File: config.mk
export PLATFORM = sky130hd
export DESIGN_NAME = pgood_delay_timer
export DESIGN_NICKNAME = d
export VERILOG_FILES = /design/src/rtl/pgood_pkg.sv /design/src/rtl/pg_flag_sync.sv /design/src/rtl/pg_window_hyst.sv /design/src/rtl/pg_qual_filter.sv /design/src/rtl/pg_assert_timer.sv /design/src/rtl/pgood_delay_timer.sv
export SDC_FILE = /design/constraint.sdc
export NUM_CORES = 1
export LEC_CHECK = 0
export BUFFER_PORTS_ARGS = -buffer_cell sky130_fd_sc_hd__buf_2
export CORE_ASPECT_RATIO = 0.6
export CORE_UTILIZATION = 60
export DETAILED_ROUTE_END_ITERATION = 8
export GPL_ROUTABILITY_DRIVEN = 0
export HOLD_SLACK_MARGIN = 0.05
export PLACE_DENSITY = 0.89
export REMOVE_ABC_BUFFERS = 1
export SYNTH_ARGS = -nofsm -noshare
export SYNTH_HDL_FRONTEND = slang
export SYNTH_SLANG_ARGS = --single-unit
File: constraint.sdc
create_clock -name clk -period 2.8 [get_ports clk]
set_clock_uncertainty 0.1 [all_clocks]
set_input_delay 0.42 -clock clk [delete_from_list [all_inputs] [get_ports clk]]
set_output_delay 0.42 -clock clk [all_outputs]
set_load 0.1 [all_outputs]
File: src/rtl/pgood_pkg.sv
package pgood_pkg;

   typedef struct packed {
      logic lo_rise;
      logic lo_fall;
      logic hi_rise;
      logic hi_fall;
   } pg_cmp_t;

   localparam int unsigned PG_CMP_W = $bits(pg_cmp_t);

   // Convert a time in microseconds to clock cycles, scaled down by div.
   function automatic int unsigned pg_us_to_cyc(
      input longint unsigned clk_hz,
      input longint unsigned us,
      input longint unsigned div
   );
      longint unsigned prod;
      prod = (clk_hz * us) / (64'd1_000_000 * div);
      return int'(prod);
   endfunction

   function automatic int unsigned pg_cnt_w(input int unsigned limit);
      return (limit < 2) ? 1 : $clog2(limit + 1);
   endfunction

endpackage

File: src/rtl/pg_flag_sync.sv
module pg_flag_sync #(
   parameter int unsigned WIDTH  = 5,
   parameter int unsigned STAGES = 2
) (
   input  logic             clk,
   input  logic             rst,
   input  logic [WIDTH-1:0] d,
   output logic [WIDTH-1:0] q
);

   generate
      if (STAGES == 0) begin : g_bypass
         assign q = d;
      end else begin : g_chain
         logic [WIDTH-1:0] chain [STAGES];

         always_ff @(posedge clk) begin
            if (rst) begin
               for (int i = 0; i < int'(STAGES); i++) chain[i] <= '0;
            end else begin
               chain[0] <= d;
               for (int i = 1; i < int'(STAGES); i++) chain[i] <= chain[i-1];
            end
         end

         assign q = chain[STAGES-1];
      end
   endgenerate

endmodule

File: src/rtl/pg_window_hyst.sv
module pg_window_hyst
   import pgood_pkg::*;
(
   input  logic    clk,
   input  logic    rst,
   input  pg_cmp_t cmp,
   output logic    lo_ok,
   output logic    over,
   output logic    in_win
);

   logic lo_ok_nx;
   logic over_nx;

   // Lower edge: set on the high threshold, clear only below the low one.
   always_comb begin
      lo_ok_nx = lo_ok;
      if (cmp.lo_rise)      lo_ok_nx = 1'b1;
      else if (!cmp.lo_fall) lo_ok_nx = 1'b0;
   end

   // Upper edge: trip on the high threshold, release only below the low one.
   always_comb begin
      over_nx = over;
      if (cmp.hi_rise)      over_nx = 1'b1;
      else if (!cmp.hi_fall) over_nx = 1'b0;
   end

   always_ff @(posedge clk) begin
      if (rst) begin
         lo_ok <= 1'b0;
         over  <= 1'b0;
      end else begin
         lo_ok <= lo_ok_nx;
         over  <= over_nx;
      end
   end

   assign in_win = lo_ok & ~over;

endmodule

File: src/rtl/pg_qual_filter.sv
module pg_qual_filter
   import pgood_pkg::*;
#(
   parameter int unsigned QUAL_CYC = 25
) (
   input  logic clk,
   input  logic rst,
   input  logic in_win,
   output logic qual
);

   generate
      if (QUAL_CYC == 0) begin : g_bypass
         assign qual = in_win;
      end else begin : g_count
         localparam int unsigned CW = pg_cnt_w(QUAL_CYC);
         localparam logic [CW-1:0] LAST = CW'(QUAL_CYC - 1);

         logic [CW-1:0] cnt;
         logic          qual_q;

         always_ff @(posedge clk) begin
            if (rst || !in_win) begin
               cnt    <= '0;
               qual_q <= 1'b0;
            end else if (!qual_q) begin
               if (cnt == LAST) qual_q <= 1'b1;
               else             cnt    <= cnt + 1'b1;
            end
         end

         assign qual = qual_q;
      end
   endgenerate

endmodule

File: src/rtl/pg_assert_timer.sv
module pg_assert_timer
   import pgood_pkg::*;
#(
   parameter int unsigned DLY_CYC = 1000
) (
   input  logic clk,
   input  logic rst,
   input  logic qual,
   input  logic hold,
   output logic done
);

   localparam int unsigned CW = pg_cnt_w(DLY_CYC);
   localparam logic [CW-1:0] LAST = CW'(DLY_CYC - 1);

   logic [CW-1:0] cnt;

   always_ff @(posedge clk) begin
      if (rst || !qual || hold) begin
         cnt  <= '0;
         done <= 1'b0;
      end else if (!done) begin
         if (cnt == LAST) done <= 1'b1;
         else             cnt  <= cnt + 1'b1;
      end
   end

endmodule

File: src/rtl/pgood_delay_timer.sv
module pgood_delay_timer
   import pgood_pkg::*;
#(
   parameter longint unsigned CLK_HZ      = 200_000_000,
   parameter longint unsigned QUAL_US     = 50,
   parameter longint unsigned DELAY_US    = 215_000,
   parameter longint unsigned SIM_DIV     = 1,
   parameter int unsigned     SYNC_STAGES = 2
) (
   input  logic clk,
   input  logic rst,
   input  logic fb_gt_lo_rise,
   input  logic fb_gt_lo_fall,
   input  logic fb_gt_hi_rise,
   input  logic fb_gt_hi_fall,
   input  logic pg_hold,
   output logic pg_pull_low
);

   localparam int unsigned QUAL_CYC = pg_us_to_cyc(CLK_HZ, QUAL_US, SIM_DIV);
   localparam int unsigned DLY_CYC  = pg_us_to_cyc(CLK_HZ, DELAY_US, SIM_DIV);
   localparam int unsigned SYNC_W   = PG_CMP_W + 1;

   generate
      if (SIM_DIV == 0) begin : g_bad_div
         $error("pgood_delay_timer: SIM_DIV must be nonzero");
      end
      if (DLY_CYC < 1) begin : g_bad_dly
         $error("pgood_delay_timer: delay rounds to zero cycles");
      end
      if (SYNC_STAGES > 4) begin : g_bad_sync
         $error("pgood_delay_timer: SYNC_STAGES above 4 not supported");
      end
   endgenerate

   pg_cmp_t          cmp_raw;
   pg_cmp_t          cmp_s;
   logic             hold_s;
   logic [SYNC_W-1:0] sync_q;
   logic             lo_ok;
   logic             over;
   logic             in_win;
   logic             qual;
   logic             done;

   assign cmp_raw = '{lo_rise: fb_gt_lo_rise, lo_fall: fb_gt_lo_fall,
                      hi_rise: fb_gt_hi_rise, hi_fall: fb_gt_hi_fall};

   pg_flag_sync #(.WIDTH(SYNC_W), .STAGES(SYNC_STAGES)) u_sync (
      .clk (clk),
      .rst (rst),
      .d   ({cmp_raw, pg_hold}),
      .q   (sync_q)
   );

   assign cmp_s  = pg_cmp_t'(sync_q[SYNC_W-1:1]);
   assign hold_s = sync_q[0];

   pg_window_hyst u_hyst (
      .clk    (clk),
      .rst    (rst),
      .cmp    (cmp_s),
      .lo_ok  (lo_ok),
      .over   (over),
      .in_win (in_win)
   );

   pg_qual_filter #(.QUAL_CYC(QUAL_CYC)) u_qual (
      .clk    (clk),
      .rst    (rst),
      .in_win (in_win),
      .qual   (qual)
   );

   pg_assert_timer #(.DLY_CYC(DLY_CYC)) u_timer (
      .clk  (clk),
      .rst  (rst),
      .qual (qual),
      .hold (hold_s),
      .done (done)
   );

   assign pg_pull_low = ~done;

endmodule

Word level (Yosys, flattened, before mapping)
Memories as Yosys holds them, arrays and structs flattened.
Index checks and enable logic that the tools add are counted.
{"block": "word_totals", "n_memories": 1, "elab_cells": 41, "input_bits": 7, "ram_bits": 10, "ff_bits": 44}
{"block": "classes", "n_reduce_logical": 7, "addsub": 2, "bitwise": 8, "n_eq_ne": 4, "mux": 13}
{"name": "u_sync.g_chain.chain", "words": 2, "width": 5, "rd": 2, "rd_ports_with_merged_regs": 0, "write_ports": 2, "line_no": "pg_flag_sync.sv:15", "rtl": "logic [WIDTH-1:0] chain [STAGES];"}
{"operator": "26-bit by 1-bit adder with 26-bit output (second input constant)", "count": 1}
{"operator": "26-bit == test (second input constant)", "count": 1}
{"operator": "14-bit by 1-bit adder with 14-bit output (second input constant)", "count": 1}
{"operator": "14-bit == test (second input constant)", "count": 1}
{"operator": "1-bit 2-to-1 mux", "count": 11}
{"operator": "5-bit 2-to-1 mux", "count": 2}
{"operator": "1-bit inverter", "count": 5}
{"operator": "2-bit by 1-bit inequality test with 1-bit output (second input constant)", "count": 2}
{"operator": "2-bit AND reduction", "count": 2}
{"operator": "1-bit logical OR", "count": 3}
{"operator": "1-bit logical NOT", "count": 2}
{"operator": "1-bit bitwise OR", "count": 2}
{"operator": "1-bit AND", "count": 1}

Logic depth before layout (Yosys ltp)
{"block": "logic_depth", "word_depth": 4, "mapped_depth": 6}

Cells and area by module
From an unflattened synthesis, not the netlist that was laid out.
{"block": "unflattened", "hier_cells": 265, "hier_area_um2": 2406.1}
{"mod": "pg_assert_timer", "cells_each": 149, "area_each_um2": 1306.3, "instances": 1}
{"mod": "pg_qual_filter", "cells_each": 83, "area_each_um2": 729.4, "instances": 1}
{"mod": "pg_flag_sync", "cells_each": 25, "area_each_um2": 300.3, "instances": 1}
{"mod": "pg_window_hyst", "cells_each": 7, "area_each_um2": 66.3, "instances": 1}
{"mod": "pgood_delay_timer", "cells_each": 1, "area_each_um2": 3.8, "instances": 1}

Least setup slack after synthesis
OpenSTA, ideal clock, no wires.
{"block": "synth_timing", "path_type": "reg2reg", "from": "reg u_timer.done", "to": "reg u_timer.cnt[11]", "path_buffers": 1, "path_stages_with_launch": 6, "slack_ns": 0.871, "setup_time_ns": 0.071, "synth_period_minus_slack_ns": 1.929, "arrival_ns": 1.758, "cell_sequence": "dfxtp_1 inv_1 nand4_1 clkbuf_1 or3_1 a21oi_1"}
{"block": "synth_between", "elab_chain_len": 2}
{"element": "from (decl)", "line_no": "pg_assert_timer.sv:10", "rtl": "output logic done"}
{"element": "from (signal assigned)", "line_no": "pg_assert_timer.sv:21", "rtl": "done <= 1'b0;"}
{"element": "from (signal assigned)", "line_no": "pg_assert_timer.sv:23", "rtl": "if (cnt == LAST) done <= 1'b1;"}
{"element": "1-bit inverter (no line)"}
{"element": "net pg_pull_low", "line_no": "pgood_delay_timer.sv:17", "rtl": "output logic pg_pull_low"}
{"element": "2-bit AND reduction (no line)"}
{"element": "to (signal assigned)", "line_no": "pg_assert_timer.sv:24", "rtl": "else cnt <= cnt + 1'b1;"}
{"element": "to (decl)", "line_no": "pg_assert_timer.sv:16", "rtl": "logic [CW-1:0] cnt;"}
The timed path passes the listed nets, and every way through them passes these cells.
A chain may end at the register's enable or synchronous reset.

Final worst setup path
{"block": "layout_timing", "from": "reg u_timer.cnt[0]", "to": "reg u_timer.cnt[16]"}
{"block": "layout_between", "elab_chain_len": 3, "elab_cells_between_ends": 4}
{"element": "parallel branches: the longest is 3 deep, another holds 26-bit by 1-bit adder with 26-bit output"}
Several ways; the timed one is not identified.

==> impl_results.md <==
* Status: complete, no violations
* IO Pins at 8
* Clock sinks at 54
* Yosys reg bits at 54
* Min Tclk post-route at 2.116 ns
* Post-synth EDFFs at 0
* CTS max path bufs at 2
* Share of layout cells above drive strength 1 at 0.08481
* Synthesis warning total at 0
* Worst vdd ir at 0.4337 mV
* Mapped cell area at 0.002484 mm2
* Total routed wirelength at 5.166 mm
* Commonest cells after routing, fill and taps aside: dfxtp_1 (54), nand2_1 (34), a21oi_1 (22)
* 1st-pass router iterations at 5
* CP Max Fanout at 6
* Netlist cell types at 46
* Final ANT Viol Nets at 0
* Ys flop type: dfxtp_1
* TritonCTS Buffers at 5
* IO buf count at 7
* Post-Synthesis Cells at 278
* Post-route cell area at 0.002633 mm2
* Post-CTS setup buffers at 0
* Commonest non-fill, non-tap cell in the layout: dfxtp_1
* # hold bufs at CTS at 0
* Clk Latency, worst-skew pair at 0.31 ns
* F_max at 472.5 MHz
* Fin crit share at 0.7558
* Number of global-route vias before repair at 1,880
* Final TNS setup at 0 ns
* Seq/Total Area, Yosys at 0.4353
* Met3 GRT Util at 0.07143
* Core area at 0.003807 mm2
* Max-slew headroom at 0.5744
* Synthesized area per cell at 8.934 um2
* Req. time, crit path at 2.94 ns
* Worst Hold Path Cells at 2
* Pwr dens at 478.2 mW/mm2
* CP endpoint kind: flip-flop
* Layout Utilization at 0.6914
* DR iter-0 viols at 193
* Wire length per cell at 15.65 um
* Critical path type: flip-flop to flip-flop
* Worst-margin pin slew at 0.6368 ns
* Max Slew Vio Count at 0
* Post-synth ARST share at 0
* Design Power at 0.001259 W
* RSZ-0062 raised after global routing: false
* Leakage at 0.7903 nW
* GRT Total Usage at 0.2535
* Die Span Y at 51.84 um
* Root Driver: clkbuf_8
* Global-route wire length before repair at 8.604 mm
* Largest net degree at the start of global routing at 20
* Final setup viols at 0
* Via count at 2,105
* Worst path arrival time at 2.25 ns
* Final Hold Fails at 0
* CTS tree: built
* R2R cell count at 5
* Initial antenna violation count at 0
* Number of nets in the layout at 291
* Clk slew on worst S/H paths at 0.10 ns
* # DRC at 0
* Met1 usage in global routing at 0.3560
* Met2 GRT Util at 0.3642
* GR peak layer: met2
* Syn-to-layout area delta at 5.995%
* Post-DP Area at 0.002535 mm2
* DP Wirelength at 3.676 mm
* # diodes at 0
* Worst Hold Class: input port to flip-flop
* Startpoint type of the worst setup path: flip-flop
* Num rows at 17
* Die width at 85.06 um
* Post-CTS Resized at 0
* Initial Util at 0.6523
* Total die area at 0.004409 mm2
* H-tree Lvls at 2
* Max-Cap Viols at 0
* Total congestion overflow at 0
* Via/cell ratio at 6.379
stage by stage:
| step | setup slack, ns | std cells | hold slack, ns |
|---|---|---|---|
| floorplan | 0.5456 | 267 | 0.3130 |
| global placement | 0.7992 | 322 | 0.3185 |
| detailed placement | 0.7453 | 322 | 0.3220 |
| CTS | 0.7190 | 330 | 0.2042 |
| global route | 0.4901 | 330 | 0.2216 |
| finish | 0.6838 | 330 | 0.2080 |
layer usage:
layer | vias to the layer above | wire length, um
met5 | - | 0
li1 | 1033 | -
met1 | 982 | 2632
met3 | 9 | 338
met4 | 0 | 68
met2 | 81 | 2126
cell families (layout without fill, tap and decap cells):
logic type | Yosys count | after routing | share of synthesized area
buf+inv | 12 | 17 | 0.02368
flops | 54 | 54 | 0.4353
fa+ha+maj | 2 | 2 | 0.01007
mux | 10 | 10 | 0.04030
simple gates | 138 | 138 | 0.3264
compound gates | 54 | 54 | 0.1360
xor+xnor | 8 | 8 | 0.02821
flip-flops by register name (all words and copies together) (netlist names):
signal and count:
u_hyst.lo_ok 1, u_hyst.over 1, u_timer.done 1, u_timer.cnt 26, u_sync.g_chain.chain 10, u_qual.g_count.cnt 14
u_qual.qual 1
area by class of cell:
type / count / area (um2)
repair buffers: 8 / 42.54
multi-input cells: 212 / 1349
flip-flops and latches: 54 / 1081
inverters: 1 / 3.754
clock inverters: 3 / 28.78
well taps: 47 / 58.81
clock buffers: 5 / 68.82
fillers: 298 / 1175
worst max-delay path: stages, from the launching register on:
cell	delay [ns]
dfxtp_1	0.41
ha_1	0.23
nand3_1	0.22
or3b_2	0.52
or4_1	0.40
a21oi_1	0.16
final timing paths:
kind                         startpoint                         end  slack, ns
max                      u_timer.cnt[0]             u_timer.cnt[16]       0.68
min                             pg_hold  u_sync.g_chain.chain[0][0]       0.21
min reg2reg  u_sync.g_chain.chain[0][3]  u_sync.g_chain.chain[0][8]       0.34
max reg2reg              u_timer.cnt[0]             u_timer.cnt[16]       0.68
report_power, final:
part / switching [W] / internal [W] / total (W)
logic: 0.00000723 / 0.00000775 / 0.0000150
registers: 0.00000270 / 0.000775 / 0.000778
clock network: 0.000278 / 0.000188 / 0.000466
cell usage after synthesis (7+ instances only):
cell      number  area, um2
dfxtp_1       54       1081
nand2_1       34      127.6
a21oi_1       22      110.1
nor2_1        15      56.30
nor2b_1       11      68.82
o21ai_0       11      55.05
mux2i_1       10      100.1
nand4_1       10      62.56
or4_1         10      75.07
nand3_1        9      45.04
or3_1          9      56.30
o31ai_1        8      60.06
nand2b_1       7      43.79
Power figures use the tool's default switching activity.
